File: config.mk
export PLATFORM = sky130hd
export DESIGN_NAME = sar_conv_seq
export DESIGN_NICKNAME = d
export VERILOG_FILES = /design/src/rtl/sar_seq_pkg.sv /design/src/rtl/sar_tgl_sync.sv /design/src/rtl/sar_cs_filter.sv /design/src/rtl/sar_seq_ctrl.sv /design/src/rtl/sar_seq_dp.sv /design/src/rtl/sar_conv_seq.sv
export SDC_FILE = /design/constraint.sdc
export NUM_CORES = 1
export LEC_CHECK = 0
export BUFFER_PORTS_ARGS = -buffer_cell sky130_fd_sc_hd__buf_2
export CAP_MARGIN = 20
export CELL_PAD_IN_SITES_DETAIL_PLACEMENT = 1
export CELL_PAD_IN_SITES_GLOBAL_PLACEMENT = 2
export CORE_MARGIN = 1.5
export CORE_UTILIZATION = 35
export CTS_BUF_LIST = sky130_fd_sc_hd__clkbuf_8
export DETAILED_ROUTE_END_ITERATION = 6
export GPL_ROUTABILITY_DRIVEN = 0
export PLACE_DENSITY = 0.73
export REMOVE_ABC_BUFFERS = 1
export SETUP_SLACK_MARGIN = 0.05
export SYNTH_ARGS = -nofsm -noshare
export SYNTH_HDL_FRONTEND = slang
export SYNTH_SLANG_ARGS = --single-unit
File: constraint.sdc
create_clock -name clk -period 2.77 [get_ports clk]
set_input_delay 0.831 -clock clk [delete_from_list [all_inputs] [get_ports clk]]
set_output_delay 0.831 -clock clk [all_outputs]
set_load 0.02 [all_outputs]
File: src/rtl/sar_seq_pkg.sv
package sar_seq_pkg;
  localparam int ADDR_W = 4;
  localparam int IDX_W  = 5;

  localparam logic [ADDR_W-1:0] ADDR_LAST_ANALOG = 4'hA;
  localparam logic [ADDR_W-1:0] ADDR_SELF_HALF   = 4'hB;
  localparam logic [ADDR_W-1:0] ADDR_SELF_ZERO   = 4'hC;
  localparam logic [ADDR_W-1:0] ADDR_SELF_FULL   = 4'hD;

  typedef enum logic [2:0] {
    MODE_ANALOG,
    MODE_HALF,
    MODE_ZERO,
    MODE_FULL,
    MODE_BAD
  } convMode_e;

  typedef struct packed {
    logic             start;
    logic             loadMsb;
    logic             decide;
    logic [IDX_W-1:0] bitIdx;
    logic             commit;
  } seqStrobe_t;

  function automatic convMode_e decodeMode(input logic [ADDR_W-1:0] addr);
    if (addr <= ADDR_LAST_ANALOG)    return MODE_ANALOG;
    else if (addr == ADDR_SELF_HALF) return MODE_HALF;
    else if (addr == ADDR_SELF_ZERO) return MODE_ZERO;
    else if (addr == ADDR_SELF_FULL) return MODE_FULL;
    else                             return MODE_BAD;
  endfunction
endpackage

File: src/rtl/sar_tgl_sync.sv
module sar_tgl_sync #(
  parameter int STAGES = 2
) (
  input  logic clk,
  input  logic rstN,
  input  logic tglIn,
  output logic pulse
);
  logic [STAGES:0] chain;

  always_ff @(posedge clk or negedge rstN) begin
    if (!rstN) chain <= '0;
    else       chain <= {chain[STAGES-1:0], tglIn};
  end

  // one-cycle pulse on either polarity of the synchronized toggle
  assign pulse = chain[STAGES] ^ chain[STAGES-1];
endmodule

File: src/rtl/sar_cs_filter.sv
module sar_cs_filter (
  input  logic clk,
  input  logic rstN,
  input  logic csN,
  output logic csFilt
);
  logic smpA, smpB;

  // sampled on falling edges; level accepted once two samples agree
  always_ff @(negedge clk or negedge rstN) begin
    if (!rstN) begin
      smpA   <= 1'b1;
      smpB   <= 1'b1;
      csFilt <= 1'b1;
    end else begin
      smpA <= csN;
      smpB <= smpA;
      if (smpA == smpB) csFilt <= smpA;
    end
  end
endmodule

File: src/rtl/sar_seq_ctrl.sv
module sar_seq_ctrl
  import sar_seq_pkg::*;
#(
  parameter int WIDTH = 10,
  parameter int TOTAL = 44,
  parameter int PRE   = 17
) (
  input  logic       clk,
  input  logic       rstN,
  input  logic       startPulse,
  input  logic       csFilt,
  output seqStrobe_t strb,
  output logic       convReady,
  output logic       doneTgl
);
  localparam int CNT_W   = $clog2(TOTAL);
  localparam int LAST    = TOTAL - 1;
  localparam int BIT_END = PRE + WIDTH;

  logic             busy;
  logic [CNT_W-1:0] cnt;
  logic             csFiltQ;
  logic             abortEvt;

  assign abortEvt = busy & csFiltQ & ~csFilt;

  always_comb begin
    strb         = '0;
    strb.start   = startPulse & ~busy;
    strb.loadMsb = busy && (cnt == CNT_W'(PRE - 1));
    strb.decide  = busy && (cnt >= CNT_W'(PRE)) && (cnt < CNT_W'(BIT_END));
    if (strb.decide) strb.bitIdx = IDX_W'(BIT_END - 1 - int'(cnt));
    strb.commit  = busy && (cnt == CNT_W'(LAST)) && !abortEvt;
  end

  always_ff @(posedge clk or negedge rstN) begin
    if (!rstN) begin
      busy      <= 1'b0;
      cnt       <= '0;
      convReady <= 1'b1;
      doneTgl   <= 1'b0;
      csFiltQ   <= 1'b1;
    end else begin
      csFiltQ <= csFilt;
      if (abortEvt) begin
        busy      <= 1'b0;
        cnt       <= '0;
        convReady <= 1'b1;
      end else if (strb.start) begin
        busy      <= 1'b1;
        cnt       <= '0;
        convReady <= 1'b0;
      end else if (busy) begin
        if (strb.commit) begin
          busy      <= 1'b0;
          cnt       <= '0;
          convReady <= 1'b1;
          doneTgl   <= ~doneTgl;
        end else begin
          cnt <= cnt + CNT_W'(1);
        end
      end
    end
  end
endmodule

File: src/rtl/sar_seq_dp.sv
module sar_seq_dp
  import sar_seq_pkg::*;
#(
  parameter int WIDTH = 10
) (
  input  logic              clk,
  input  logic              rstN,
  input  seqStrobe_t        strb,
  input  logic [ADDR_W-1:0] chanAddr,
  input  logic              compKeep,
  output logic [WIDTH-1:0]  trialCode,
  output logic [WIDTH-1:0]  result,
  output logic              illegalAddr
);
  localparam logic [WIDTH-1:0] ONE_HOT_LSB = WIDTH'(1);
  localparam logic [WIDTH-1:0] MSB_MASK    = ONE_HOT_LSB << (WIDTH - 1);

  convMode_e        mode;
  convMode_e        nextMode;
  logic [WIDTH-1:0] bitMask;
  logic [WIDTH-1:0] nextMask;
  logic             keep;

  assign nextMode = decodeMode(chanAddr);
  assign bitMask  = ONE_HOT_LSB << strb.bitIdx;
  assign nextMask = bitMask >> 1;

  always_comb begin
    unique case (mode)
      MODE_ANALOG: keep = compKeep;
      MODE_HALF:   keep = bitMask[WIDTH-1];
      MODE_FULL:   keep = 1'b1;
      default:     keep = 1'b0;
    endcase
  end

  always_ff @(posedge clk or negedge rstN) begin
    if (!rstN) begin
      trialCode   <= '0;
      result      <= '0;
      mode        <= MODE_ANALOG;
      illegalAddr <= 1'b0;
    end else begin
      if (strb.start) begin
        trialCode   <= '0;
        mode        <= nextMode;
        illegalAddr <= (nextMode == MODE_BAD);
      end
      if (strb.loadMsb) trialCode <= MSB_MASK;
      if (strb.decide)
        trialCode <= (keep ? trialCode : (trialCode & ~bitMask)) | nextMask;
      if (strb.commit) result <= trialCode;
    end
  end
endmodule

File: src/rtl/sar_conv_seq.sv
module sar_conv_seq
  import sar_seq_pkg::*;
#(
  parameter int WIDTH        = 10,
  parameter int TOTAL_CYCLES = 44,
  parameter int PRE_CYCLES   = 17,
  parameter int SYNC_STAGES  = 2
) (
  input  logic              clk,
  input  logic              rstN,
  input  logic              startTgl,
  input  logic [ADDR_W-1:0] chanAddr,
  input  logic              compKeep,
  input  logic              csN,
  output logic [WIDTH-1:0]  trialCode,
  output logic [WIDTH-1:0]  result,
  output logic              convReady,
  output logic              doneTgl,
  output logic              illegalAddr
);
  seqStrobe_t strb;
  logic       startPulse;
  logic       csFilt;

  sar_tgl_sync #(.STAGES(SYNC_STAGES)) startSync_i (
    .clk(clk), .rstN(rstN), .tglIn(startTgl), .pulse(startPulse)
  );

  sar_cs_filter csFilter_i (
    .clk(clk), .rstN(rstN), .csN(csN), .csFilt(csFilt)
  );

  sar_seq_ctrl #(.WIDTH(WIDTH), .TOTAL(TOTAL_CYCLES), .PRE(PRE_CYCLES)) ctrl_i (
    .clk(clk), .rstN(rstN), .startPulse(startPulse), .csFilt(csFilt),
    .strb(strb), .convReady(convReady), .doneTgl(doneTgl)
  );

  sar_seq_dp #(.WIDTH(WIDTH)) dp_i (
    .clk(clk), .rstN(rstN), .strb(strb), .chanAddr(chanAddr),
    .compKeep(compKeep), .trialCode(trialCode), .result(result),
    .illegalAddr(illegalAddr)
  );
endmodule

==> results.md <==
Outcome:
- The flow ran to the end, but the final reports show violations.
- The final reports fail on setup timing.

Place:
- OpenSTA, run right after detailed placement, puts the worst setup slack at -0.0847 ns.
- The number of buffers added on ports is 31.
- The standard cell area after detailed placement is 2280 um2.
- The placed wire-length estimate is 3.43 mm.

Synthesis:
- The mean area per synthesized cell is 10.8 um2.
- The post-synth design cell area is 2030 um2.
- By area the synthesized netlist is led by dfrtp_1 43%, dfstp_2 6.5%, mux2_2 5.6%, o21ai_0 4.2%, ha_1 3.1%.
- The post-synthesis instance total is 188.
- For this run, the leading register cell type out of synthesis is dfrtp_1.
- Of the post-synthesis cell area, the dominant cell type holds 0.432.
- For this run, asynchronously set or reset flops after synthesis account for 1.00.
- The number of different library cells in the post-synthesis netlist is 48.
- The sequential-to-total area share from yosys stat is 0.497.
- Yosys printed 0 warnings.
- The total of flip-flops plus latches after synthesis is 40.
- The count of flip-flops with a built-in enable after synthesis is 0.
- The cell taking the most area after synthesis is dfrtp_1.

Floorplanning:
- The y dimension of the die is 79.1 um.
- The total die area is 6260 um2.
- The initial cell density of the core is 0.366.
- The number of rows created at floorplan is 27.
- The top-level port count is 32.
- The core footprint is 5540 um2.
- The width of the die is 79.1 um.

Final layout:
- For this run, the share of the core covered by cells in the final layout is 0.441.
- The net count of the finished layout is 243.
- The ratio of cells with drive above 1 in the final layout is 0.326.
- Leaving out fill and tap cells, the most frequent cells in the layout are 35 x dfrtp_1, 31 x buf_2, 16 x nand2_1.
- The leading cell type in the layout, fill and taps excluded is dfrtp_1.
- Relative to the synthesized area, the layout overhead comes to 20.5%.
- The finished cells cover 2440 um2.
- The number of antenna diodes in the final layout is 0.

CTS:
- The cts-stage hold buffer count is 0.
- The clock reaches the later pin of the worst-skew pair after 0.36 ns.
- Clock tree synthesis found a total of 40 sinks.
- TritonCTS built the clock tree.
- After clock tree synthesis, the clock-pin slew on the worst setup and hold paths is 0.08 ns.
- The tree is rooted in a clkbuf_8.
- The longest clock path from root to sink contains 2 buffers.
- The number of buffers inserted during clock tree synthesis is 5.
- The CTS H-tree depth is 2.

STA:
- The count of pins over their slew limit is 0.
- After routing, the total negative slack on setup checks comes to -1.04 ns.
- Setup repair after global routing could not meet its margin everywhere.
- The clock arrives with 0.0668 ns of skew.
- The hold violation count in the final report was 0.
- The worst max-slew margin expressed relative to the limit is 0.674.
- Setup violations remaining at the end of the flow were counted as 10.
- The worst-case hold slack is 0.362 ns.
- Setup slack on the critical path of the routed design comes to -0.107 ns.
- At the pin with the least slew margin, the transition time is 0.487 ns.

Setup path:
- The critical path is of the reg -> reg type.
- Counting both buffers and inverters, the worst setup path holds a total of 1.
- At the worst endpoint, the arrival time is 3.06 ns.
- In this design, the stage delay of the slowest critical-path cell is 0.52 ns.
- The startpoint class of the critical path is a flip-flop.
- The signal on the critical path passes through nand3b_1, nor2b_4, buf_6, mux2_4.
- The kind of end point of the critical path is a flip-flop.
- The slowest cell on the critical path is dfstp_2.
- At the worst endpoint, the required time is 2.96 ns.
- The number of cells on the worst reg-to-reg path is 4.
- The largest driver fanout on the critical path is 6.
- The family of cells with the greatest summed delay on the critical path is flip-flops.
- The depth of the critical timing path with buffers and inverters included is 4.

Detailed routing:
- The overall routed net length is 4.80 mm.
- The count of nets left with antenna violations after detail routing is 0.
- The post-detailed-route wirelength per cell is 15.9 um.
- The pre-antenna-repair detailed-routing pass consisted of 4 iterations.
- The number of design-rule violations left by the first detailed-router iteration is 27.
- For this run, design rule violations remaining after detail routing come to 0.
- The count of vias placed by the detailed router is 1580.
- In the routed layout, each cell is associated on average with a via count of 5.23.

Power and ir drop:
- The power density relative to cell area is 607 nW/um2.
- Summed over all cells, the static leakage comes to 1.16 nW.
- Across the VDD grid, the largest voltage drop is 0.287 mV.

Global route:
- The total routing resource utilization after global routing is 0.171.
- The first global-routing pass estimated 8.25 mm of wire.
- The number of global-route vias before repair came to 1700.
- The residual overflow from global routing is 0.
- The number of antenna violations at the first check in global routing came to 1.
- Entering global routing, the biggest net connects 33 pins.

Hold path:
- The path category of the worst min-delay check is reg -> reg.
- The number of instances on the worst hold path is 0.

Flow run:
- The tool flagged a number of max-cap violations equal to 0.
[synth_stat cells (all sizes together) (2+ instances only)]
cell,count
nand3,7
mux2,10
o22ai,2
and3,2
a21o,4
nand3b,2
dfrtp,35
a32o,2
o221ai,5
dfstp,5
o21ai,17
clkbuf,3
xor2,3
o31ai,3
nor2,10
nand2b,4
inv,12
nand2,16
nand4b,3
a21oi,6
nor2b,5
o21a,2
ha,5
buf,5
o211ai,2
[metal layers]
metal / track usage / up-vias / wire [um]
li1: - / 755 / -
met5: 0 / - / 13
met3: 0.0368 / 9 / 172
met1: 0.209 / 785 / 2170
met4: 0.0649 / 2 / 68
met2: 0.295 / 29 / 2380
[logic make-up after synthesis]
| family | synth area share |
|---|---|
| simple gates | 0.181 |
| compound gates | 0.173 |
| flops | 0.497 |
| buf+inv | 0.0444 |
| mux | 0.0555 |
| fa+ha+maj | 0.0358 |
| xor+xnor | 0.0130 |
[metrics by stage]
| step | total power [mW] | std cells |
|---|---|---|
| global placement | 1.06 | 290 |
| detailed placement | 1.07 | 290 |
| finish | 1.48 | 302 |
| CTS | 1.49 | 302 |
| global route | 1.57 | 302 |
| floorplan | 0.944 | 180 |
[power breakdown]
| group | internal [mW] | switching [mW] | total (mW) |
|---|---|---|---|
| registers | 0.641 | 0.0791 | 0.720 |
| clock network | 0.185 | 0.237 | 0.421 |
| logic | 0.139 | 0.204 | 0.343 |
[layout make-up]
type	count	area [um2]
clock buffers	5	68.8
flip-flops and latches	40	1010
well taps	72	90.1
repair buffers	40	226
clock inverters	6	32.5
fillers	637	3100
multi-input cells	128	977
inverters	11	41.3
[state kept, by name (all words and copies together) (netlist names)]
| name | cells |
|---|---|
| dp_i.illegalAddr | 1 |
| dp_i.result | 10 |
| csFilter_i.csFilt | 1 |
| dp_i.mode | 3 |
| ctrl_i.cnt | 6 |
| startSync_i.chain | 3 |
| ctrl_i.convReady | 1 |
| ctrl_i.doneTgl | 1 |
| dp_i.trialCode | 10 |
| csFilter_i.smpB | 1 |
| ctrl_i.busy | 1 |
| csFilter_i.smpA | 1 |
| ctrl_i.csFiltQ | 1 |
[path summary, 6_finish.rpt]
path | start | endpoint | slack (ns)
max | csFilter_i.csFilt | dp_i.result[3] | -0.11
min | startSync_i.chain[0] | startSync_i.chain[1] | 0.36
max reg2reg | csFilter_i.csFilt | dp_i.result[3] | -0.11
min reg2reg | startSync_i.chain[0] | startSync_i.chain[1] | 0.36
max in group asynchronous | rstN | csFilter_i.smpA | 0.81
min in group asynchronous | rstN | startSync_i.chain[1] | 0.37
[what timing repair did]
item | in CTS | in global routing
gates cloned | 1 | 0
setup buffers | 1 | 0
setup endpoints to repair | 15 | 17
gates resized for setup | 10 | 6
No activity file was read; power rests on OpenSTA's default activity.
